File: src/rtl/kwdt_pkg.sv
package kwdt_pkg;

    localparam int unsigned   DATA_W     = 32;
    localparam int unsigned   CTRL_W     = 7;
    localparam logic [15:0]   RESTART_KEY = 16'h4755;
    localparam logic [31:0]   COUNT_INIT = 32'h014F_B180;

    // Word index inside the first 16 bytes of the window.
    typedef enum logic [1:0] {
        WORD_COUNT   = 2'd0,
        WORD_RELOAD  = 2'd1,
        WORD_RESTART = 2'd2,
        WORD_CTRL    = 2'd3
    } reg_word_e;

    // Control layout, MSB first: mode[6:5], fast_tick[4], ext_en[3],
    // irq_en[2], sys_rst_en[1], en[0].
    typedef struct packed {
        logic [1:0] mode;
        logic       fast_tick;
        logic       ext_en;
        logic       irq_en;
        logic       sys_rst_en;
        logic       en;
    } ctrl_t;

    // Commands from the register decode to the counter.
    typedef struct packed {
        logic load;       // reload count from reload value
        logic stop;       // halt counting
        logic key;        // valid restart key seen
        logic run_after;  // running state that follows a load
    } cmd_t;

    function automatic ctrl_t ctrl_from_word(input logic [DATA_W-1:0] w);
        return ctrl_t'(w[CTRL_W-1:0]);
    endfunction

    function automatic logic key_match(input logic [DATA_W-1:0] w);
        return w[15:0] == RESTART_KEY;
    endfunction

endpackage

File: src/rtl/kwdt_regs.sv
module kwdt_regs
    import kwdt_pkg::*;
#(
    parameter int unsigned ADDR_W      = 8,
    parameter logic [31:0] RELOAD_INIT = COUNT_INIT
) (
    input  logic              clk,
    input  logic              rst,
    input  logic              bus_en,
    input  logic              bus_we,
    input  logic [ADDR_W-1:0] bus_addr,
    input  logic [3:0]        bus_be,
    input  logic [DATA_W-1:0] bus_wdata,
    output logic [DATA_W-1:0] bus_rdata,
    input  logic [DATA_W-1:0] cur_count,
    input  logic              ctrl_clear,
    output ctrl_t             ctrl_q,
    output logic [DATA_W-1:0] reload_q,
    output cmd_t              cmd
);

    logic      in_map;
    logic      acc_ok;
    logic      wr_hit;
    logic      rd_hit;
    reg_word_e sel;
    logic      wr_reload;
    logic      wr_restart;
    logic      wr_ctrl;
    ctrl_t     new_ctrl;

    always_comb begin
        in_map     = (bus_addr[ADDR_W-1:4] == '0);
        acc_ok     = bus_en && (bus_be == 4'hF) && (bus_addr[1:0] == 2'b00) && in_map;
        wr_hit     = acc_ok && bus_we;
        rd_hit     = acc_ok && !bus_we;
        sel        = reg_word_e'(bus_addr[3:2]);
        wr_reload  = wr_hit && (sel == WORD_RELOAD);
        wr_restart = wr_hit && (sel == WORD_RESTART);
        wr_ctrl    = wr_hit && (sel == WORD_CTRL);
        new_ctrl   = ctrl_from_word(bus_wdata);
    end

    always_comb begin
        cmd.key       = wr_restart && key_match(bus_wdata);
        cmd.load      = cmd.key || (wr_ctrl && new_ctrl.en && !ctrl_q.en);
        cmd.stop      = wr_ctrl && !new_ctrl.en && ctrl_q.en;
        cmd.run_after = wr_ctrl ? 1'b1 : ctrl_q.en;
    end

    always_ff @(posedge clk) begin
        if (rst) begin
            ctrl_q   <= '0;
            reload_q <= RELOAD_INIT;
        end else begin
            if (wr_reload) begin
                reload_q <= bus_wdata;
            end
            if (wr_ctrl) begin
                ctrl_q <= new_ctrl;
            end else if (ctrl_clear) begin
                ctrl_q <= '0;
            end
        end
    end

    always_comb begin
        bus_rdata = '0;
        if (rd_hit) begin
            unique case (sel)
                WORD_COUNT:   bus_rdata = cur_count;
                WORD_RELOAD:  bus_rdata = reload_q;
                WORD_CTRL:    bus_rdata = {{(DATA_W-CTRL_W){1'b0}}, ctrl_q};
                default:      bus_rdata = '0;
            endcase
        end
    end

endmodule

File: src/rtl/kwdt_tick.sv
module kwdt_tick #(
    parameter int unsigned DIV = 24
) (
    input  logic clk,
    input  logic rst,
    input  logic clr,
    output logic tick
);

    localparam int unsigned     PW   = (DIV > 1) ? $clog2(DIV) : 1;
    localparam logic [PW-1:0]   LAST = PW'(DIV - 1);

    logic [PW-1:0] cnt;

    assign tick = (cnt == LAST);

    always_ff @(posedge clk) begin
        if (rst || clr) begin
            cnt <= '0;
        end else if (tick) begin
            cnt <= '0;
        end else begin
            cnt <= cnt + 1'b1;
        end
    end

endmodule

File: src/rtl/kwdt_count.sv
module kwdt_count
    import kwdt_pkg::*;
#(
    parameter logic [31:0] COUNT_RESET = COUNT_INIT
) (
    input  logic              clk,
    input  logic              rst,
    input  logic              tick,
    input  cmd_t              cmd,
    input  logic [DATA_W-1:0] reload_q,
    input  logic              irq_en,
    input  logic              sys_rst_en,
    input  logic              mem_rst_hold,
    output logic [DATA_W-1:0] cur_count,
    output logic              running,
    output logic              ctrl_clear,
    output logic              rst_req,
    output logic              irq
);

    logic at_end;
    logic expire;
    logic fire;

    always_comb begin
        at_end     = (cur_count <= DATA_W'(1));
        expire     = running && tick && at_end && !cmd.load && !cmd.stop;
        fire       = expire && !mem_rst_hold;
        ctrl_clear = expire && mem_rst_hold;
    end

    always_ff @(posedge clk) begin
        if (rst) begin
            cur_count <= COUNT_RESET;
            running   <= 1'b0;
            rst_req   <= 1'b0;
            irq       <= 1'b0;
        end else begin
            rst_req <= fire && sys_rst_en;

            if (cmd.load) begin
                cur_count <= reload_q;
                running   <= cmd.run_after;
            end else if (cmd.stop) begin
                running <= 1'b0;
            end else if (running && tick) begin
                if (at_end) begin
                    cur_count <= '0;
                    running   <= 1'b0;
                end else begin
                    cur_count <= cur_count - 1'b1;
                end
            end

            if (cmd.key) begin
                irq <= 1'b0;
            end else if (fire && irq_en) begin
                irq <= 1'b1;
            end
        end
    end

endmodule

File: src/rtl/kwdt_top.sv
module kwdt_top
    import kwdt_pkg::*;
#(
    parameter int unsigned ADDR_W      = 8,
    parameter int unsigned CLK_HZ      = 24_000_000,
    parameter int unsigned TICK_HZ     = 1_000_000,
    parameter logic [31:0] RESET_COUNT = COUNT_INIT
) (
    input  logic              clk,
    input  logic              rst,
    input  logic              bus_en,
    input  logic              bus_we,
    input  logic [ADDR_W-1:0] bus_addr,
    input  logic [3:0]        bus_be,
    input  logic [31:0]       bus_wdata,
    output logic [31:0]       bus_rdata,
    input  logic              mem_rst_hold,
    output logic              rst_req,
    output logic              irq,
    output logic [1:0]        rst_mode,
    output logic              ext_en
);

    localparam int unsigned PRE_DIV = CLK_HZ / TICK_HZ;

    ctrl_t             ctrl_q;
    cmd_t              cmd;
    logic [DATA_W-1:0] reload_q;
    logic [DATA_W-1:0] cur_count;
    logic              ctrl_clear;
    logic              running;
    logic              pre_tick;
    logic              tick;
    logic              key_hit;
    logic              load_req;
    logic              stop_req;

    kwdt_regs #(
        .ADDR_W      (ADDR_W),
        .RELOAD_INIT (RESET_COUNT)
    ) u_regs (
        .clk        (clk),
        .rst        (rst),
        .bus_en     (bus_en),
        .bus_we     (bus_we),
        .bus_addr   (bus_addr),
        .bus_be     (bus_be),
        .bus_wdata  (bus_wdata),
        .bus_rdata  (bus_rdata),
        .cur_count  (cur_count),
        .ctrl_clear (ctrl_clear),
        .ctrl_q     (ctrl_q),
        .reload_q   (reload_q),
        .cmd        (cmd)
    );

    generate
        if (PRE_DIV > 1) begin : g_pre
            kwdt_tick #(.DIV(PRE_DIV)) u_tick (
                .clk  (clk),
                .rst  (rst),
                .clr  (cmd.load),
                .tick (pre_tick)
            );
        end else begin : g_nopre
            assign pre_tick = 1'b1;
        end
    endgenerate

    assign tick = ctrl_q.fast_tick ? pre_tick : 1'b1;

    kwdt_count #(
        .COUNT_RESET (RESET_COUNT)
    ) u_count (
        .clk          (clk),
        .rst          (rst),
        .tick         (tick),
        .cmd          (cmd),
        .reload_q     (reload_q),
        .irq_en       (ctrl_q.irq_en),
        .sys_rst_en   (ctrl_q.sys_rst_en),
        .mem_rst_hold (mem_rst_hold),
        .cur_count    (cur_count),
        .running      (running),
        .ctrl_clear   (ctrl_clear),
        .rst_req      (rst_req),
        .irq          (irq)
    );

    assign key_hit  = cmd.key;
    assign load_req = cmd.load;
    assign stop_req = cmd.stop;
    assign rst_mode = ctrl_q.mode;
    assign ext_en   = ctrl_q.ext_en;

endmodule

File: config.mk
export PLATFORM = sky130hd
export DESIGN_NAME = kwdt_top
export DESIGN_NICKNAME = d
export VERILOG_FILES = /design/src/rtl/kwdt_pkg.sv /design/src/rtl/kwdt_regs.sv /design/src/rtl/kwdt_tick.sv /design/src/rtl/kwdt_count.sv /design/src/rtl/kwdt_top.sv
export SDC_FILE = /design/constraint.sdc
export NUM_CORES = 1
export LEC_CHECK = 0
export ABC_AREA = 0
export BUFFER_PORTS_ARGS = -buffer_cell sky130_fd_sc_hd__buf_2
export CAP_MARGIN = 20
export CORE_UTILIZATION = 25
export CTS_BUF_LIST = sky130_fd_sc_hd__clkbuf_8 sky130_fd_sc_hd__clkbuf_16
export CTS_CLUSTER_SIZE = 8
export DETAILED_ROUTE_END_ITERATION = 10
export PLACE_DENSITY_LB_ADDON = 0.2
export SLEW_MARGIN = 20
export SYNTH_ARGS = -nofsm -noshare
export SYNTH_HDL_FRONTEND = slang
export SYNTH_SLANG_ARGS = --single-unit
File: constraint.sdc
create_clock -name clk -period 8.2 [get_ports clk]
set_input_delay 0.82 -clock clk [delete_from_list [all_inputs] [get_ports clk]]
set_output_delay 0.82 -clock clk [all_outputs]
set_load 0.01 [all_outputs]
==> flow_summary.yaml <==
clock_tree:
  clock_latency_ps: 350
  cts.repair.resized: 0
  cts_sinks: 79
  cts.path.max_buffers: 2
  cts_max_level: 3
  clk_pin_slew_ps: 50
  cts_buffers: 9
  cts_tree: "yes"
  post-cts-setup-buffers: 0
  cts-hold-fix-buffers: 0
  cts-root-buf: "clkbuf_16"
floorplan:
  die-area_um2: 18700
  coreArea_um2: 17500
  die_y_um: 137
  die_x_um: 137
  fp-row-count: 48
  initial_utilization_pct: 25.9
  boundaryPins: 86
sta:
  fin_skew_ps: 9.82
  finalHoldViolCount: 0
  slew_headroom_pct: 29.4
  rsz0062_at_grt: "false"
  tns_ps: 0
  worstMarginPinSlew_ps: 1060
  fmax_mhz: 260
  fin_crit_ps: 3850
  final-max-slew-violation-count: 0
  setup_viol: 0
  period_share_pct: 46.9
placement:
  io_buffers: 85
  place.gp.congestion: 0.823
  dp_hpwl_um: 10500
  placed_cell_area_um2: 5110
  numPlacedInstances: 853
route:
  dr.pass1.iters: 4
  viasPerCell: 5.23
  drtIter0Drc: 301
  vias: 4544
  drc: 0
  drtAntennaViolNets: 0
  wl_um: 15100
  wl_per_cell_um: 17.4
worst_hold_path:
  min_path_type: "flip-flop to flip-flop"
  min_to: "g_pre.u_tick.cnt[0]$_SDFF_PP0_"
  holdPathStages: 1
  holdCritStartpoint: "g_pre.u_tick.cnt[0]$_SDFF_PP0_"
setup_path:
  cp-end-kind: "output port"
  regToRegSetupSlack_ps: 4990
  crit_path_start_kind: "primary input"
  cp-startpoint: "bus_addr[5]"
  crit_family: "simple AND/OR/NAND/NOR gates"
  critical_path_required_ps: 7380
  arrival_ps: 3030
  ff2ff_path_depth: 6
  slowest_delay_ps: 800
  path_cells: "buf_2, nor4_1, nand3_1, or3_1, nor2_1, buf_2"
  rr_startpoint: "u_count.cur_count[3]$_SDFFE_PP0P_"
  crit-reg2reg-capture: "u_regs.ctrl_q[2]$_SDFFE_PP0P_"
  crit_type: "primary input to output port"
  critPathMostFrequentCell: "buf_2"
  cp_max_fo: 25
  cpMaxStageDelayCell: "or3_1"
  crit_buf_inv: 2
layout:
  drive_gt1_share_pct: 19.7
  diodes: 0
  area_delta_synth_final_pct: 19.6
  fin_nets: 691
  regArea_um2: 1580
  fin_area_um2: 5430
  multi_input_area_um2: 2750
  nFillCells: 1910
  post-route-util_pct: 31.0
  stdcell_count: 869
yosys:
  syn_area_um2: 4540
  synth_ff_type: "dfxtp_1"
  yosysTopAreaCell: "dfxtp_1"
  syn_inst: 584
  yosysSeqAreaShare_pct: 34.8
  synth_cell_types: 60
  synth_edf_count: 0
  synth_seq_cells: 79
  ys_async_sr_fraction_pct: 0
  ys_top_cells_by_area: "dfxtp_1 (35%), nand2_1 (7.5%), mux2i_1 (6.2%), nor2_1 (5.3%), a21oi_1 (4.5%)"
  yosysMostFrequentCell: "nand2_1"
  synth_common_cells: "nand2_1 (91), dfxtp_1 (79), nor2_1 (64)"
  syn_nets: 636
  avgSynthCellArea_um2: 7.78
  yosys.area.top_type_share_pct: 34.8
  yosys_warnings: 0
grt:
  antenna_found_initial: 0
  grt_pass1_vias: 4579
  grt_util_all_layers_pct: 17.1
  grt-ovfl-total: 0
  grt_pass1_wl_um: 24400
  grt_max_degree: 77
power_and_ir_drop:
  vdd_ir_drop_max_uv: 96.0
  powerDensity_nw_per_um2: 159
  p_leak_nw: 2.04
job:
  maxCapViolCount: 0
run_status:
  status: "complete, no violations"
registers in the layout (all words and copies together) (netlist names):
register and flops:
g_pre.u_tick.cnt 5, u_count.running 1, u_regs.reload_q 32, u_regs.ctrl_q 7, u_count.cur_count 32, u_count.irq 1, u_count.rst_req 1
final cells by class:
type / count / area share (%)
multi-input combinational: 453 / 50.6
sequential: 79 / 29.1
timing repair buffer: 92 / 8.80
tap: 225 / 5.18
clock buffer: 11 / 4.65
clock inverter: 5 / 1.34
inverter: 4 / 0.276
routing by layer:
layer / part of all wire, % / vias to the layer above / global-route usage, %
li1: - / 2240 / -
met1: 47 / 2195 / 22.3
met2: 48 / 94 / 28.1
met3: 3.3 / 15 / 2.78
met4: 1.8 / 0 / 6.47
met5: 0 / - / 0
how the worst max path moves through the flow:
stage	to	cells past startpoint
floorplan	bus_rdata[11]	6
global placement	bus_rdata[29]	6
detailed placement	bus_rdata[29]	6
CTS	bus_rdata[29]	6
global route	bus_rdata[30]	6
finish	bus_rdata[29]	6
report_power, final:
group          switching (mW)  internal [mW]  total (mW)
sequential            0.00144          0.385       0.387
combinational          0.0236         0.0179      0.0415
clock                   0.156          0.280       0.436
cell families (layout without fill, tap and decap cells):
group,count (synthesis),count (layout),synth area share (%)
simple gates,273,273,30.4
compound gates,129,129,18.8
flops,79,79,34.8
buf+inv,52,112,4.74
mux,35,35,7.91
xor+xnor,13,13,2.51
fa+ha+maj,3,3,0.827
worst register-to-register path, cell delays in order, from the launching register on:
cell      delay [ps]
dfxtp_1          390
or4_1            680
or4_4            650
nor4_1           600
nand2_1          380
o211ai_1         270
a21oi_1          100
through the flow:
stage | hold slack [ps] | power [mW] | worst slack, ps
6_report | 442 | 0.864 | 4350
5_1_grt | 473 | 0.896 | 4100
4_1_cts | 447 | 0.877 | 4300
3_5_place_dp | 439 | 0.437 | 4310
3_3_place_gp | 432 | 0.437 | 4350
2_1_floorplan | 417 | 0.415 | 4990
placed cells by master (no fill, tap or decap), types with 7 or more instances in the layout:
cell type and n:
nand3b_1 12, nand2_1 91, nor4_1 15, or4_1 9
a211oi_1 9, clkbuf_16 9, a31oi_1 16, mux2i_1 28
a221o_1 7, nor2_1 64, o211ai_1 9, o21ai_0 14
a22oi_1 7, buf_4 7, buf_2 85, o21bai_1 7
dfxtp_1 79, mux2_2 7, nand3_1 11, a21oi_1 41
nor3_1 16, xor2_1 11, or3_1 12
Note: power is estimated with default switching activity, not from simulation.
